$ cat src/rtl/preload_pkg.sv
// Shared types and constants of the cache preload channel.
// Assumes 64-byte lines and 4KB pages; the register map fields are fixed here.
package preload_pkg;
    typedef enum logic [2:0] {
        S_IDLE,
        S_XLT,
        S_PRB,
        S_ACT,
        S_ADV
    } seq_st_t;

    localparam logic [1:0] OP_PROBE = 2'd0;
    localparam logic [1:0] OP_FILL  = 2'd1;
    localparam logic [1:0] OP_EVICT = 2'd2;

    localparam int LINE_BITS = 6;
    localparam int PAGE_BITS = 12;

    localparam logic [1:0] SEL_START = 2'd0;
    localparam logic [1:0] SEL_COUNT = 2'd1;
    localparam logic [1:0] SEL_CTRL  = 2'd2;
    localparam logic [1:0] SEL_STAT  = 2'd3;

    localparam int C_DIR = 4;
    localparam int C_EIE = 5;
    localparam int C_SEC = 29;
    localparam int C_GO  = 31;

    localparam int ST_BUSY = 0;
    localparam int ST_DONE = 1;
    localparam int ST_ERR  = 2;
endpackage

$ cat src/rtl/preload_regs.sv
// Register file of the preload channel: start, count, control and status.
// Holds configuration stable while the channel runs, produces a one-cycle start
// pulse after an accepted start write, and turns status flags into level interrupts.
// Assumes the sequencer reports done and fault as single-cycle pulses.
module preload_regs
    import preload_pkg::*;
#(
    parameter int DW   = 32,
    parameter int FC_W = 4
) (
    input  logic            clk,
    input  logic            rst_n,
    input  logic            wr_en,
    input  logic [1:0]      wr_sel,
    input  logic [DW-1:0]   wr_data,
    input  logic [1:0]      rd_sel,
    output logic [DW-1:0]   rd_data,
    input  logic            seq_busy,
    input  logic            done_p,
    input  logic            fault_p,
    input  logic [DW-1:0]   fault_addr,
    input  logic [FC_W-1:0] fault_code,
    output logic [DW-1:0]   start_q,
    output logic [DW-1:0]   count_q,
    output logic [DW-1:0]   ctrl_q,
    output logic            go_q,
    output logic            busy_any,
    output logic            irq_sec,
    output logic            irq_ns,
    output logic            irq_err
);
    localparam int PAD_W = DW - 8 - FC_W;

    logic            accept_cfg;
    logic            start_wr;
    logic            stat_wr;
    logic            done_q;
    logic            err_q;
    logic [FC_W-1:0] fcode_q;

    assign busy_any   = seq_busy | go_q;
    assign accept_cfg = wr_en && !busy_any;
    assign start_wr   = accept_cfg && (wr_sel == SEL_CTRL) && wr_data[C_GO];
    assign stat_wr    = wr_en && (wr_sel == SEL_STAT);

    // Configuration registers, frozen while busy; a fault rewrites the start address.
    always_ff @(posedge clk) begin
        if (!rst_n) begin
            start_q <= '0;
            count_q <= '0;
            ctrl_q  <= '0;
            go_q    <= 1'b0;
        end else begin
            go_q <= start_wr;
            if (accept_cfg) begin
                case (wr_sel)
                    SEL_START: start_q <= wr_data;
                    SEL_COUNT: count_q <= wr_data;
                    SEL_CTRL:  ctrl_q  <= wr_data & ~(DW'(1) << C_GO);
                    default: ;
                endcase
            end
            if (fault_p) start_q <= fault_addr;
        end
    end

    // Status flags: set by the sequencer, cleared by write-one or by a new start.
    always_ff @(posedge clk) begin
        if (!rst_n) begin
            done_q  <= 1'b0;
            err_q   <= 1'b0;
            fcode_q <= '0;
        end else begin
            if (stat_wr && wr_data[ST_DONE]) done_q <= 1'b0;
            if (stat_wr && wr_data[ST_ERR])  err_q  <= 1'b0;
            if (start_wr) begin
                done_q <= 1'b0;
                err_q  <= 1'b0;
            end
            if (done_p) done_q <= 1'b1;
            if (fault_p) begin
                err_q   <= 1'b1;
                fcode_q <= fault_code;
            end
        end
    end

    // Level interrupts routed by the control register.
    always_comb begin
        irq_sec = done_q & ctrl_q[C_SEC];
        irq_ns  = done_q & ~ctrl_q[C_SEC];
        irq_err = err_q & ctrl_q[C_EIE];
    end

    // Read-back multiplexer.
    always_comb begin
        case (rd_sel)
            SEL_START: rd_data = start_q;
            SEL_COUNT: rd_data = count_q;
            SEL_CTRL:  rd_data = ctrl_q;
            default:   rd_data = {{PAD_W{1'b0}}, fcode_q, 5'b0, err_q, done_q, busy_any};
        endcase
    end

    a_r10_cfg_frozen: assert property (@(posedge clk) disable iff (!rst_n)
        busy_any |=> $stable(count_q) && $stable(ctrl_q));
    a_r10_start_frozen: assert property (@(posedge clk) disable iff (!rst_n)
        busy_any && !fault_p |=> $stable(start_q));
    a_r8_start_capture: assert property (@(posedge clk) disable iff (!rst_n)
        fault_p |=> start_q == $past(fault_addr));
    a_r8_err_from_fault: assert property (@(posedge clk) disable iff (!rst_n)
        $rose(err_q) |-> $past(fault_p));
    a_r9_done_from_seq: assert property (@(posedge clk) disable iff (!rst_n)
        $rose(done_q) |-> $past(done_p));
    a_r11_done_level: assert property (@(posedge clk) disable iff (!rst_n)
        done_q && !(stat_wr && wr_data[ST_DONE]) && !start_wr |=> done_q);
endmodule

$ cat src/rtl/preload_walk.sv
// Line-by-line sequencer of the preload channel.
// Translates at the first line and at each page start, then looks up each line and
// fills or evicts it depending on direction and lookup result. Each request is held
// until its acknowledge, so at most one command is outstanding per port.
// Assumes response fields are valid in the cycle of the acknowledge.
module preload_walk
    import preload_pkg::*;
#(
    parameter int AW        = 32,
    parameter int WAY_LINES = 256,
    parameter int WAY_W     = 3,
    parameter int FC_W      = 4
) (
    input  logic                 clk,
    input  logic                 rst_n,
    input  logic                 go,
    input  logic [AW-1:LINE_BITS] start_line,
    input  logic [AW-1:0]        line_cnt,
    input  logic                 inbound,
    input  logic [WAY_W-1:0]     way,
    output logic                 tr_req,
    output logic [AW-1:0]        tr_va,
    input  logic                 tr_ack,
    input  logic                 tr_fault,
    input  logic [FC_W-1:0]      tr_fcode,
    input  logic                 tr_cacheable,
    output logic                 ln_req,
    output logic [1:0]           ln_op,
    output logic [AW-1:0]        ln_addr,
    output logic [WAY_W-1:0]     ln_way,
    input  logic                 ln_ack,
    input  logic                 ln_hit,
    input  logic                 ln_dirty,
    output logic                 busy,
    output logic                 done_p,
    output logic                 fault_p,
    output logic [AW-1:0]        fault_addr,
    output logic [FC_W-1:0]      fault_code
);
    localparam int RW = $clog2(WAY_LINES + 1);
    localparam logic [AW-1:0] LINE_STEP = AW'(1) << LINE_BITS;

    seq_st_t          st;
    logic [AW-1:0]    cur;
    logic [AW-1:0]    nxt;
    logic [RW-1:0]    rem;
    logic [RW-1:0]    clamped;
    logic             dir_q;
    logic             cach_q;
    logic [WAY_W-1:0] way_q;

    // Length limit: never more lines than one way holds.
    always_comb begin
        clamped = (line_cnt > AW'(WAY_LINES)) ? RW'(WAY_LINES) : RW'(line_cnt);
        nxt     = cur + LINE_STEP;
    end

    // Main state machine with address and line counter.
    always_ff @(posedge clk) begin
        if (!rst_n) begin
            st         <= S_IDLE;
            cur        <= '0;
            rem        <= '0;
            dir_q      <= 1'b0;
            cach_q     <= 1'b0;
            way_q      <= '0;
            done_p     <= 1'b0;
            fault_p    <= 1'b0;
            fault_code <= '0;
        end else begin
            done_p  <= 1'b0;
            fault_p <= 1'b0;
            case (st)
                S_IDLE: if (go) begin
                    cur   <= {start_line, {LINE_BITS{1'b0}}};
                    rem   <= clamped;
                    dir_q <= inbound;
                    way_q <= way;
                    if (clamped == '0) done_p <= 1'b1;
                    else               st     <= S_XLT;
                end
                S_XLT: if (tr_ack) begin
                    if (tr_fault) begin
                        fault_p    <= 1'b1;
                        fault_code <= tr_fcode;
                        st         <= S_IDLE;
                    end else begin
                        cach_q <= tr_cacheable;
                        st     <= (dir_q && !tr_cacheable) ? S_ADV : S_PRB;
                    end
                end
                S_PRB: if (ln_ack) begin
                    if (dir_q) st <= ln_hit   ? S_ADV : S_ACT;
                    else       st <= ln_dirty ? S_ACT : S_ADV;
                end
                S_ACT: if (ln_ack) st <= S_ADV;
                S_ADV: begin
                    rem <= rem - RW'(1);
                    cur <= nxt;
                    if (rem == RW'(1)) begin
                        done_p <= 1'b1;
                        st     <= S_IDLE;
                    end else if (nxt[PAGE_BITS-1:0] == '0) begin
                        st <= S_XLT;
                    end else if (dir_q && !cach_q) begin
                        st <= S_ADV;
                    end else begin
                        st <= S_PRB;
                    end
                end
                default: st <= S_IDLE;
            endcase
        end
    end

    // Port outputs decoded from the state.
    always_comb begin
        busy       = (st != S_IDLE);
        tr_req     = (st == S_XLT);
        tr_va      = cur;
        ln_req     = (st == S_PRB) || (st == S_ACT);
        ln_addr    = cur;
        ln_way     = way_q;
        ln_op      = (st == S_PRB) ? OP_PROBE : (dir_q ? OP_FILL : OP_EVICT);
        fault_addr = cur;
    end

    a_r12_ln_hold: assert property (@(posedge clk) disable iff (!rst_n)
        ln_req && !ln_ack |=> ln_req && $stable(ln_addr) && $stable(ln_op));
    a_r12_tr_hold: assert property (@(posedge clk) disable iff (!rst_n)
        tr_req && !tr_ack |=> tr_req && $stable(tr_va));
    a_r2_line_aligned: assert property (@(posedge clk) disable iff (!rst_n)
        ln_req |-> ln_addr[LINE_BITS-1:0] == '0);
    a_r4_page_xlate: assert property (@(posedge clk) disable iff (!rst_n)
        tr_req && !$past(tr_req) && $past(busy) |-> tr_va[PAGE_BITS-1:0] == '0);
    a_r6_nc_quiet: assert property (@(posedge clk) disable iff (!rst_n)
        ln_req |-> !(dir_q && !cach_q));
    a_r3_clamp: assert property (@(posedge clk) disable iff (!rst_n)
        busy |-> rem <= RW'(WAY_LINES));
endmodule

$ cat src/rtl/preload_chan.sv
// Top of the single cache preload channel: register file plus line sequencer.
// Assumes one clock domain and external walker/cache ports that hold their
// response fields valid with the acknowledge.
module preload_chan
    import preload_pkg::*;
#(
    parameter int ADDR_W    = 32,
    parameter int WAY_LINES = 256,
    parameter int WAY_W     = 3,
    parameter int FC_W      = 4
) (
    input  logic              clk,
    input  logic              rst_n,
    input  logic              cfg_wr_en,
    input  logic [1:0]        cfg_wr_sel,
    input  logic [ADDR_W-1:0] cfg_wr_data,
    input  logic [1:0]        cfg_rd_sel,
    output logic [ADDR_W-1:0] cfg_rd_data,
    output logic              xl_req,
    output logic [ADDR_W-1:0] xl_addr,
    input  logic              xl_ack,
    input  logic              xl_fault,
    input  logic [FC_W-1:0]   xl_fault_code,
    input  logic              xl_cacheable,
    output logic              ln_req,
    output logic [1:0]        ln_op,
    output logic [ADDR_W-1:0] ln_addr,
    output logic [WAY_W-1:0]  ln_way,
    input  logic              ln_ack,
    input  logic              ln_hit,
    input  logic              ln_dirty,
    output logic              irq_done_sec,
    output logic              irq_done_ns,
    output logic              irq_error
);
    logic [ADDR_W-1:0] start_q, count_q, ctrl_q, fault_addr;
    logic [FC_W-1:0]   fault_code;
    logic              go_q, busy_any, seq_busy, done_p, fault_p;

    preload_regs #(.DW(ADDR_W), .FC_W(FC_W)) u_regs (
        .clk        (clk),
        .rst_n      (rst_n),
        .wr_en      (cfg_wr_en),
        .wr_sel     (cfg_wr_sel),
        .wr_data    (cfg_wr_data),
        .rd_sel     (cfg_rd_sel),
        .rd_data    (cfg_rd_data),
        .seq_busy   (seq_busy),
        .done_p     (done_p),
        .fault_p    (fault_p),
        .fault_addr (fault_addr),
        .fault_code (fault_code),
        .start_q    (start_q),
        .count_q    (count_q),
        .ctrl_q     (ctrl_q),
        .go_q       (go_q),
        .busy_any   (busy_any),
        .irq_sec    (irq_done_sec),
        .irq_ns     (irq_done_ns),
        .irq_err    (irq_error)
    );

    preload_walk #(.AW(ADDR_W), .WAY_LINES(WAY_LINES), .WAY_W(WAY_W), .FC_W(FC_W)) u_walk (
        .clk          (clk),
        .rst_n        (rst_n),
        .go           (go_q),
        .start_line   (start_q[ADDR_W-1:LINE_BITS]),
        .line_cnt     (count_q),
        .inbound      (ctrl_q[C_DIR]),
        .way          (ctrl_q[WAY_W-1:0]),
        .tr_req       (xl_req),
        .tr_va        (xl_addr),
        .tr_ack       (xl_ack),
        .tr_fault     (xl_fault),
        .tr_fcode     (xl_fault_code),
        .tr_cacheable (xl_cacheable),
        .ln_req       (ln_req),
        .ln_op        (ln_op),
        .ln_addr      (ln_addr),
        .ln_way       (ln_way),
        .ln_ack       (ln_ack),
        .ln_hit       (ln_hit),
        .ln_dirty     (ln_dirty),
        .busy         (seq_busy),
        .done_p       (done_p),
        .fault_p      (fault_p),
        .fault_addr   (fault_addr),
        .fault_code   (fault_code)
    );

    a_r1_idle_after_reset: assert property (@(posedge clk) disable iff (!rst_n)
        !busy_any |-> !xl_req && !ln_req);
endmodule

$ cat config.mk
export PLATFORM = sky130hd
export DESIGN_NAME = preload_chan
export DESIGN_NICKNAME = d
export VERILOG_FILES = /design/src/rtl/preload_pkg.sv /design/src/rtl/preload_regs.sv /design/src/rtl/preload_walk.sv /design/src/rtl/preload_chan.sv
export SDC_FILE = /design/constraint.sdc
export NUM_CORES = 1
export LEC_CHECK = 0
export ABC_AREA = 1
export BUFFER_PORTS_ARGS = -buffer_cell sky130_fd_sc_hd__buf_2
export CAP_MARGIN = 10
export CORE_MARGIN = 3
export CORE_UTILIZATION = 45
export DETAILED_ROUTE_END_ITERATION = 12
export PLACE_DENSITY = 0.69
export SLEW_MARGIN = 30
export SYNTH_ARGS = -nofsm -noshare
export SYNTH_HDL_FRONTEND = slang
export SYNTH_HIERARCHICAL = 1
export SYNTH_SLANG_ARGS = --single-unit
export TNS_END_PERCENT = 5
$ cat constraint.sdc
create_clock -name clk -period 1.6 [get_ports clk]
set_input_delay 0.24 -clock clk [delete_from_list [all_inputs] [get_ports clk]]
set_output_delay 0.24 -clock clk [all_outputs]
set_load 0.02 [all_outputs]
==> results of run 1 <==
[state kept, by name, summed over array words and instances, names as in the netlist, 3 cells and up]
signal and count:
u_regs/count_q 32, u_regs/ctrl_q 31, u_regs/fcode_q 4, u_regs/start_q 32, u_walk/fault_addr 26, u_walk/fault_code 4
u_walk/ln_way 3, u_walk/rem 9, u_walk/st 3
[metal layers]
metal | vias up | share of wire, % | GRT usage (%)
met5 | - | 0 | 0
met1 | 4218 | 42 | 32.4
met3 | 61 | 6.2 | 4.65
li1 | 4441 | - | -
met4 | 0 | 3.4 | 11.2
met2 | 355 | 49 | 43.9
[layout make-up]
cell class | instances | area [sq um] | share of cell area (%)
Timing Repair Buffer | 223 | 1560 | 14.9
Clock inverter | 10 | 130 | 1.24
Inverter | 119 | 462 | 4.41
Sequential cell | 151 | 3050 | 29.1
Clock buffer | 20 | 447 | 4.26
Tap cell | 260 | 325 | 3.11
Multi-Input combinational cell | 935 | 4510 | 43.0
[final timing paths]
path	slack (ns)	end	cells after the start	start
max	-0.11	cfg_rd_data[0]	7	u_walk/st[1]$_SDFFE_PN0P_
min	0.03	u_walk/fault_code[2]$_SDFFE_PN0P_	3	xl_fault_code[2]
max reg2reg	0.01	u_walk/fault_addr[20]$_SDFFE_PN0P_	9	u_walk/st[1]$_SDFFE_PN0P_
min reg2reg	0.45	u_regs/done_q$_SDFFE_PN0P_	2	u_walk/done_p$_SDFF_PN0_
[placed cells by master, fill, tap and decap left out, types with 8 or more instances in the layout]
cell type and instances:
nand2_1 341, nor2_1 171, dfxtp_1 134, buf_2 131, inv_1 105, a21oi_1 94, nand3_1 76, buf_4 70
o21ai_0 64, o21ai_1 39, o211ai_1 28, conb_1 18, clkbuf_16 17, dfxtp_2 16, buf_12 15, nor2_2 13
nand4_1 13, inv_2 10, nand2_2 10, nor2_4 8
[power breakdown]
group          internal (mW)  leakage (nW)  switching (mW)
clock                   2.46         0.281            1.61
sequential              4.12          1.23           0.271
combinational           1.27          3.08            2.07
[through the flow]
| step | hold slack, ns | instances |
|---|---|---|
| floorplan | 0.375 | 1339 |
| global placement | 0.438 | 1682 |
| detailed placement | 0.446 | 1682 |
| CTS | 0.0210 | 1716 |
| global route | 0.0260 | 1718 |
| finish | 0.0301 | 1718 |
[what timing repair did]
action,CTS,global route
pin swaps,3,13
setup endpoints to repair,9,117
resized for setup,19,70
setup buffers,4,2
[worst reg2reg max path: stages, from the launching register on]
cell and delay (ns):
dfxtp_4 0.36, nor2_4 0.04, buf_4 0.13, nand2_4 0.15, clkinv_8 0.12, nor2_4 0.19, buf_6 0.18, a22o_1 0.14
inv_1 0.04, a21oi_1 0.15
==> flow_summary.json, run 1 <==
{
  "final_util_pct": 55.5,
  "clk-insertion-delay-late_ns": 0.43,
  "drc_errors": 0,
  "violations": "setup timing",
  "port_buffers": 142,
  "preCtsSetupSlack_ns": 0.00165,
  "p_leak_nw": 4.59,
  "totalPowerFinal_mw": 11.8,
  "drv_slew": 0,
  "fp.dieW_um": 145,
  "n_antenna_cell": 0,
  "critical-path-top-delay-family": "simple AND/OR/NAND/NOR gates",
  "synth_area_per_cell_sq_um": 6.59,
  "p_per_area_mw_per_mm2": 1130,
  "die_area_sq_mm": 0.0211,
  "cts_root_buf": "clkbuf_16",
  "ant_nets": 0,
  "cp_cell_sequence": "nor2_4, nand2_4, nor2_4, inv_1, nand2_1, o2111ai_2, buf_6",
  "crit_type": "flop to primary output",
  "numCtsBuffers": 17,
  "min_period_over_period_pct": 107,
  "final_area_sq_mm": 0.0105,
  "finalSetupViolCount": 4,
  "grt_overflow_total": 0,
  "cp-end-kind": "primary output",
  "path_buf_inv": 2,
  "syn_area_sq_mm": 0.00871,
  "vias_per_cell": 5.28,
  "slowest_delay_ns": 0.35,
  "rows": 50,
  "areaGrowthSynthToFinish_pct": 20.2,
  "grt_pass1_wl_mm": 43.9,
  "yosysWarnings": 6,
  "arrival_ns": 1.47,
  "cts_tree": "yes",
  "vias": 9075,
  "skew_ns": 0.00877,
  "cp.required_ns": 1.36,
  "first_pass_iters": 6,
  "ios": 155,
  "nets": 1499,
  "drt_iter0_markers": 896,
  "start_kind": "flop",
  "drive_above_1_share_pct": 23.3,
  "place_area_sq_mm": 0.00963,
  "die_h_um": 145,
  "fillers": 1894,
  "wl_per_cell_um": 16.3,
  "rsz0062_at_grt": "yes",
  "gp_congestion": 0.917,
  "period_needed_ns": 1.71,
  "clk_path_buf_depth": 2,
  "cts_hold_buf": 0,
  "coreArea_sq_mm": 0.0189,
  "hpwlAfterDp_mm": 20.3,
  "cp_common_cell": "nor2_4",
  "status": "complete, but fails checks",
  "fmax_ghz": 0.583,
  "crit_fanout": 2,
  "start_util_pct": 46.1,
  "tns_ns": -0.167,
  "grt_pass1_vias": 8427,
  "clk_pin_slew_worst_paths_ns": 0.06,
  "hold_class": "input pin to flop",
  "h-tree-depth": 4,
  "drv_cap": 0,
  "cp_slowest_cell": "dfxtp_4",
  "wirelength_mm": 28.0,
  "syn_inst": 1322,
  "grt.total_usage_pct": 25.9,
  "cts_num_sinks": 151,
  "ir_worst_vdd_uv": 746,
  "hold_viol_final": 0,
  "grt_max_degree": 83,
  "antenna_found_initial": 0,
  "setup_slack_ns": -0.115
}
(Power assumes the default switching activity.)
==> run 2: changes to the inputs <==
==> constraint.sdc (replaced) <==
create_clock -name clk -period 1.5 [get_ports clk]
set_input_delay 0.225 -clock clk [delete_from_list [all_inputs] [get_ports clk]]
set_output_delay 0.225 -clock clk [all_outputs]
set_load 0.02 [all_outputs]
==> flow_summary.json, run 2 (synthesis results as in run 1) <==
{
  "swShare_pct": 33.9,
  "p_int_mw": 8.84,
  "wl_met1_mm": 11.9,
  "seqPwrFrac_pct": 35.1,
  "worst_pin_slew_ns": 0.530,
  "final_cell_mix": "335 x nand2_1, 166 x nor2_1, 120 x dfxtp_1",
  "top_regs": "u_regs/count_q: 32 flops, u_regs/start_q: 32 flops, u_regs/ctrl_q: 31 flops",
  "port_buffers": 142,
  "place_inst": 1702,
  "clk_pin_slew_worst_paths_ns": 0.06,
  "arrival_ns": 1.49,
  "antenna_found_initial": 0,
  "vias_per_cell": 5.33,
  "areaGrowthSynthToFinish_pct": 27.9,
  "rsz0062_at_grt": "yes",
  "endpoint": "cfg_rd_data[0]",
  "drive_above_1_share_pct": 28.9,
  "ir_worst_vdd_uv": 1000,
  "hpwlAfterDp_mm": 20.5,
  "coreArea_sq_mm": 0.0189,
  "ios": 155,
  "fillers": 1794,
  "start_kind": "flop",
  "r2r_setup_slack_ns": -0.16,
  "layout_commonest_cell": "nand2_1",
  "preCtsSetupSlack_ns": -0.0626,
  "grt_max_degree": 45,
  "multi_input_area_sq_mm": 0.00472,
  "nets": 1532,
  "grt.total_usage_pct": 26.2,
  "drv_slew": 0,
  "r2r_start": "u_walk/st[1]$_SDFFE_PN0P_",
  "clk-insertion-delay-late_ns": 0.43,
  "first_pass_iters": 5,
  "hold-worst-slack_ns": 0.0145,
  "route.met3.wl_mm": 2.13,
  "pwr-share-clk_pct": 33.4,
  "layoutNonFillerInstCount": 1753,
  "startpoint": "u_walk/st[1]$_SDFFE_PN0P_",
  "totalPowerFinal_mw": 13.4,
  "timing.slew.headroom_pct": 64.7,
  "vias": 9341,
  "r2r_cells": 11,
  "p_sw_mw": 4.54,
  "wirelength_mm": 29.5,
  "cp-end-kind": "primary output",
  "comb_power_share_pct": 31.5,
  "wl_per_cell_um": 16.8,
  "die_area_sq_mm": 0.0211,
  "skew_ns": 0.00761,
  "fp.dieW_um": 145,
  "rows": 50,
  "cts_tree": "yes",
  "p_leak_nw": 4.87,
  "crit_fanout": 2,
  "hold_class": "input pin to flop",
  "p_per_area_mw_per_mm2": 1200,
  "hold_viol_final": 0,
  "n_antenna_cell": 0,
  "numCtsBuffers": 17,
  "setup_slack_ns": -0.211,
  "die_h_um": 145,
  "crit_type": "flop to primary output",
  "drv_cap": 0,
  "grt_pass1_wl_mm": 44.8,
  "dr_wl_met2_mm": 14.3,
  "gp_congestion": 0.972,
  "cts_root_buf": "clkbuf_16",
  "grt_overflow_total": 0,
  "cts_num_sinks": 151,
  "violations": "setup timing",
  "drc_errors": 0,
  "status": "complete, but fails checks",
  "h-tree-depth": 4,
  "min_period_over_period_pct": 114,
  "regArea_sq_mm": 0.00306,
  "clk_path_buf_depth": 2,
  "period_needed_ns": 1.71,
  "grt_pass1_vias": 8629,
  "top_layer": "met4",
  "ant_nets": 0,
  "drt_iter0_markers": 753,
  "finalSetupViolCount": 123,
  "start_util_pct": 46.1,
  "r2r_end": "u_regs/start_q[12]$_SDFFE_PN0P_",
  "cp.required_ns": 1.27,
  "fmax_ghz": 0.584
}
run 2: changes by cell type in the layout (fill, tap and decap cells not counted), sizes merged:
cell	delta
buf	+30
clkbuf	+4
clkinv	+1
clkinvlp	-2
inv	+2
run 2: timing repair:
item	in CTS	in global routing
hold endpoints to repair	0	0
resized for setup	100	128
endpoints found under the setup margin	98	166
hold buffers	0	0
pin swaps	14	39
buffers inserted	9	9
cloned	0	4
run 2: how the worst min path moves through the flow:
stage                               startpoint  slack, ns                                end  cells past startpoint
floorplan                     xl_fault_code[0]       0.36  u_walk/fault_code[0]$_SDFFE_PN0P_                      2
global placement    u_walk/cach_q$_SDFFE_PN0P_       0.44         u_walk/cach_q$_SDFFE_PN0P_                      2
detailed placement    u_walk/done_p$_SDFF_PN0_       0.45         u_regs/done_q$_SDFFE_PN0P_                      2
CTS                           xl_fault_code[0]       0.01  u_walk/fault_code[0]$_SDFFE_PN0P_                      3
global route                  xl_fault_code[2]       0.05  u_walk/fault_code[2]$_SDFFE_PN0P_                      3
finish                        xl_fault_code[0]       0.01  u_walk/fault_code[0]$_SDFFE_PN0P_                      3
run 2: per-layer routing:
layer,global-route usage [%],up-vias
met5,0,-
met4,12.8,0
met3,4.09,75
met2,43.9,459
met1,32.9,4295
li1,-,4512
run 2: power by group through the flow:
stage	sequential, mW	combinational, mW	clock, mW
2_1_floorplan	4.68	2.22	0
3_5_place_dp	4.75	3.22	0
5_1_grt	4.73	4.51	4.68
6_report	4.69	4.21	4.47
4_1_cts	4.68	3.75	4.50
3_3_place_gp	4.74	3.17	0
run 2: metrics by stage:
stage	TNS, ns	utilization (%)	instance area (sq um)
2_1_floorplan	0	-	8790
3_3_place_gp	-0.0258	51.7	9780
3_5_place_dp	-2.70	51.7	9780
4_1_cts	-3.28	56.3	10600
5_1_grt	-17.54	59.0	11100
6_report	-8.14	59.0	11100
run 2: layout make-up:
| class | instances | share of cell area, % |
|---|---|---|
| clock inverters | 11 | 1.30 |
| flip-flops and latches | 151 | 27.5 |
| repair buffers | 256 | 17.7 |
| multi-input cells | 935 | 42.3 |
| inverters | 119 | 4.12 |
| well taps | 260 | 2.92 |
| clock buffers | 21 | 4.13 |
run 2: critical path: stages, from the launching register on:
cell	delay, ns
dfxtp_2	0.33
nor2_4	0.13
nand2_4	0.08
nor2_4	0.13
inv_2	0.05
nand2_2	0.07
o2111ai_4	0.11
buf_6	0.16
==> run 3: changes to the inputs <==
--- a/config.mk
+++ b/config.mk
@@ -5,13 +5,13 @@
 export SDC_FILE = /design/constraint.sdc
 export NUM_CORES = 1
 export LEC_CHECK = 0
-export ABC_AREA = 1
+export ABC_AREA = 0
 export BUFFER_PORTS_ARGS = -buffer_cell sky130_fd_sc_hd__buf_2
 export CAP_MARGIN = 10
 export CORE_MARGIN = 3
 export CORE_UTILIZATION = 45
 export DETAILED_ROUTE_END_ITERATION = 12
-export PLACE_DENSITY = 0.69
+export PLACE_DENSITY = 0.8
 export SLEW_MARGIN = 30
 export SYNTH_ARGS = -nofsm -noshare
 export SYNTH_HDL_FRONTEND = slang
==> flow_summary.json, run 3 <==
{
  "status": "complete, but fails checks",
  "violations": "setup timing",
  "rows": 49,
  "ant_nets": 0,
  "fillers": 1398,
  "wirelength_mm": 31.1,
  "path_buf_inv": 1,
  "crit_type": "flop to primary output",
  "slowest_delay_ns": 0.52,
  "setup_slack_ns": -0.601,
  "drive_above_1_share_pct": 37.8,
  "cts_num_sinks": 151,
  "period_needed_ns": 2.10,
  "synth_area_per_cell_sq_um": 8.21,
  "totalPowerFinal_mw": 9.76,
  "h-tree-depth": 4,
  "syn_inst": 1025,
  "numCtsBuffers": 17,
  "clk_pin_slew_worst_paths_ns": 0.06,
  "die_area_sq_mm": 0.0204,
  "hold-worst-slack_ns": 0.0434,
  "die_h_um": 143,
  "min_to": "u_walk/fault_code[0]$_SDFFE_PN0P_",
  "wl_per_cell_um": 21.6,
  "r2r_setup_slack_ns": -0.59,
  "preCtsSetupSlack_ns": -0.594,
  "crit_fanout": 2,
  "timing.slew.headroom_pct": 62.2,
  "final_cell_mix": "138 x buf_4, 117 x buf_2, 115 x dfxtp_1",
  "p_per_area_mw_per_mm2": 881,
  "start_util_pct": 46.4,
  "coreArea_sq_mm": 0.0181,
  "vias": 9272,
  "drv_slew": 0,
  "p_leak_nw": 4.61,
  "place_area_sq_mm": 0.00981,
  "port_buffers": 142,
  "antenna_found_initial": 0,
  "gp_congestion": 0.956,
  "cts_root_buf": "clkbuf_16",
  "place_inst": 1397,
  "drt_iter0_markers": 1490,
  "hold_class": "input pin to flop",
  "fp.dieW_um": 143,
  "grt.total_usage_pct": 27.6,
  "start_kind": "flop",
  "layoutNonFillerInstCount": 1438,
  "arrival_ns": 1.88,
  "cp_cell_sequence": "nor2_4, nand2_2, or2_4, mux4_2, buf_6",
  "nets": 1252,
  "r2r_end": "u_walk/rem[6]$_SDFFE_PN0P_",
  "ir_worst_vdd_uv": 921,
  "top_regs": "u_regs/count_q: 32 flops, u_regs/start_q: 32 flops, u_regs/ctrl_q: 31 flops",
  "grt_max_degree": 65,
  "r2r_start": "u_regs/count_q[30]$_SDFFE_PN0P_",
  "finalSetupViolCount": 157,
  "min_period_over_period_pct": 140,
  "skew_ns": 0.00944,
  "ios": 155,
  "clk_path_buf_depth": 2,
  "hold_viol_final": 0,
  "cp-end-kind": "primary output",
  "vias_per_cell": 6.45,
  "cp_slowest_cell": "mux4_2",
  "tns_ns": -57.31,
  "r2r_cells": 7,
  "drv_cap": 0,
  "clk-insertion-delay-late_ns": 0.43,
  "regArea_sq_mm": 0.00308,
  "grt_pass1_vias": 8355,
  "startpoint": "u_walk/st[0]$_SDFFE_PN0P_",
  "worst_pin_slew_ns": 0.567,
  "multi_input_area_sq_mm": 0.00489,
  "drc_errors": 0,
  "cts_tree": "yes",
  "hpwlAfterDp_mm": 19.5,
  "final_area_sq_mm": 0.0111,
  "yosysWarnings": 6,
  "fmax_ghz": 0.476,
  "n_antenna_cell": 0,
  "layout_commonest_cell": "buf_4",
  "cp.required_ns": 1.27,
  "hold_start": "xl_fault_code[0]",
  "final_util_pct": 61.0,
  "syn_area_sq_mm": 0.00841,
  "first_pass_iters": 6,
  "grt_overflow_total": 0,
  "rsz0062_at_grt": "yes",
  "areaGrowthSynthToFinish_pct": 31.6,
  "critical-path-top-delay-family": "multiplexers",
  "grt_pass1_wl_mm": 45.1,
  "holdPathStages": 3
}
==> run 3: changes by cell type in the layout (fill, tap and decap cells not counted), sizes merged, moves of 35 or more <==
cell and change:
a21boi +63, a21oi -35, a31oi +36, and3 +41, buf +40, inv -107, mux2i +38, nand2 -288
nor2 -154, o21a +36
==> run 3: per-layer routing <==
metal	part of all wire, %	GRT usage, %
met3	12	5.79
met4	5.8	11.4
met1	39	38.0
met2	44	42.2
met5	0	0
==> run 3: how the worst max path moves through the flow <==
stage                                  to  slack (ns)  cells past startpoint
3_3_place_gp   u_walk/rem[3]$_SDFFE_PN0P_       -0.59                      5
3_5_place_dp   u_walk/rem[3]$_SDFFE_PN0P_       -0.59                      5
2_1_floorplan  u_walk/rem[3]$_SDFFE_PN0P_       -0.42                      5
5_1_grt                    cfg_rd_data[0]       -0.62                      5
6_report                   cfg_rd_data[0]       -0.60                      5
4_1_cts                    cfg_rd_data[0]       -0.57                      5
==> run 3: worst min-delay path: cells and delay by family <==
family	cells	cell delay [ns]
buffers and inverters	1	0.07
multiplexers	1	0.06
AND/OR/NAND/NOR	1	0.07
==> run 3: timing repair <==
item	CTS	global route
cloned	0	3
setup buffers	13	4
pin swaps	25	29
hold buffers	0	0
endpoints found under the setup margin	172	181
gates resized for setup	120	170
==> run 3: power breakdown <==
group          switching (mW)  leakage, nW  total, mW  internal (mW)
logic                   0.857         3.10       1.44          0.582
clock network            1.62        0.269       4.11           2.49
registers              0.0891         1.24       4.21           4.12
total                    2.57         4.61       9.76           7.19
==> run 3: cell type report <==
| class | count | area share [%] |
|---|---|---|
| clock buffers | 23 | 4.23 |
| well taps | 229 | 2.59 |
| multi-input cells | 722 | 44.2 |
| flip-flops and latches | 151 | 27.8 |
| clock inverters | 5 | 0.678 |
| inverters | 12 | 0.430 |
| repair buffers | 296 | 20.1 |
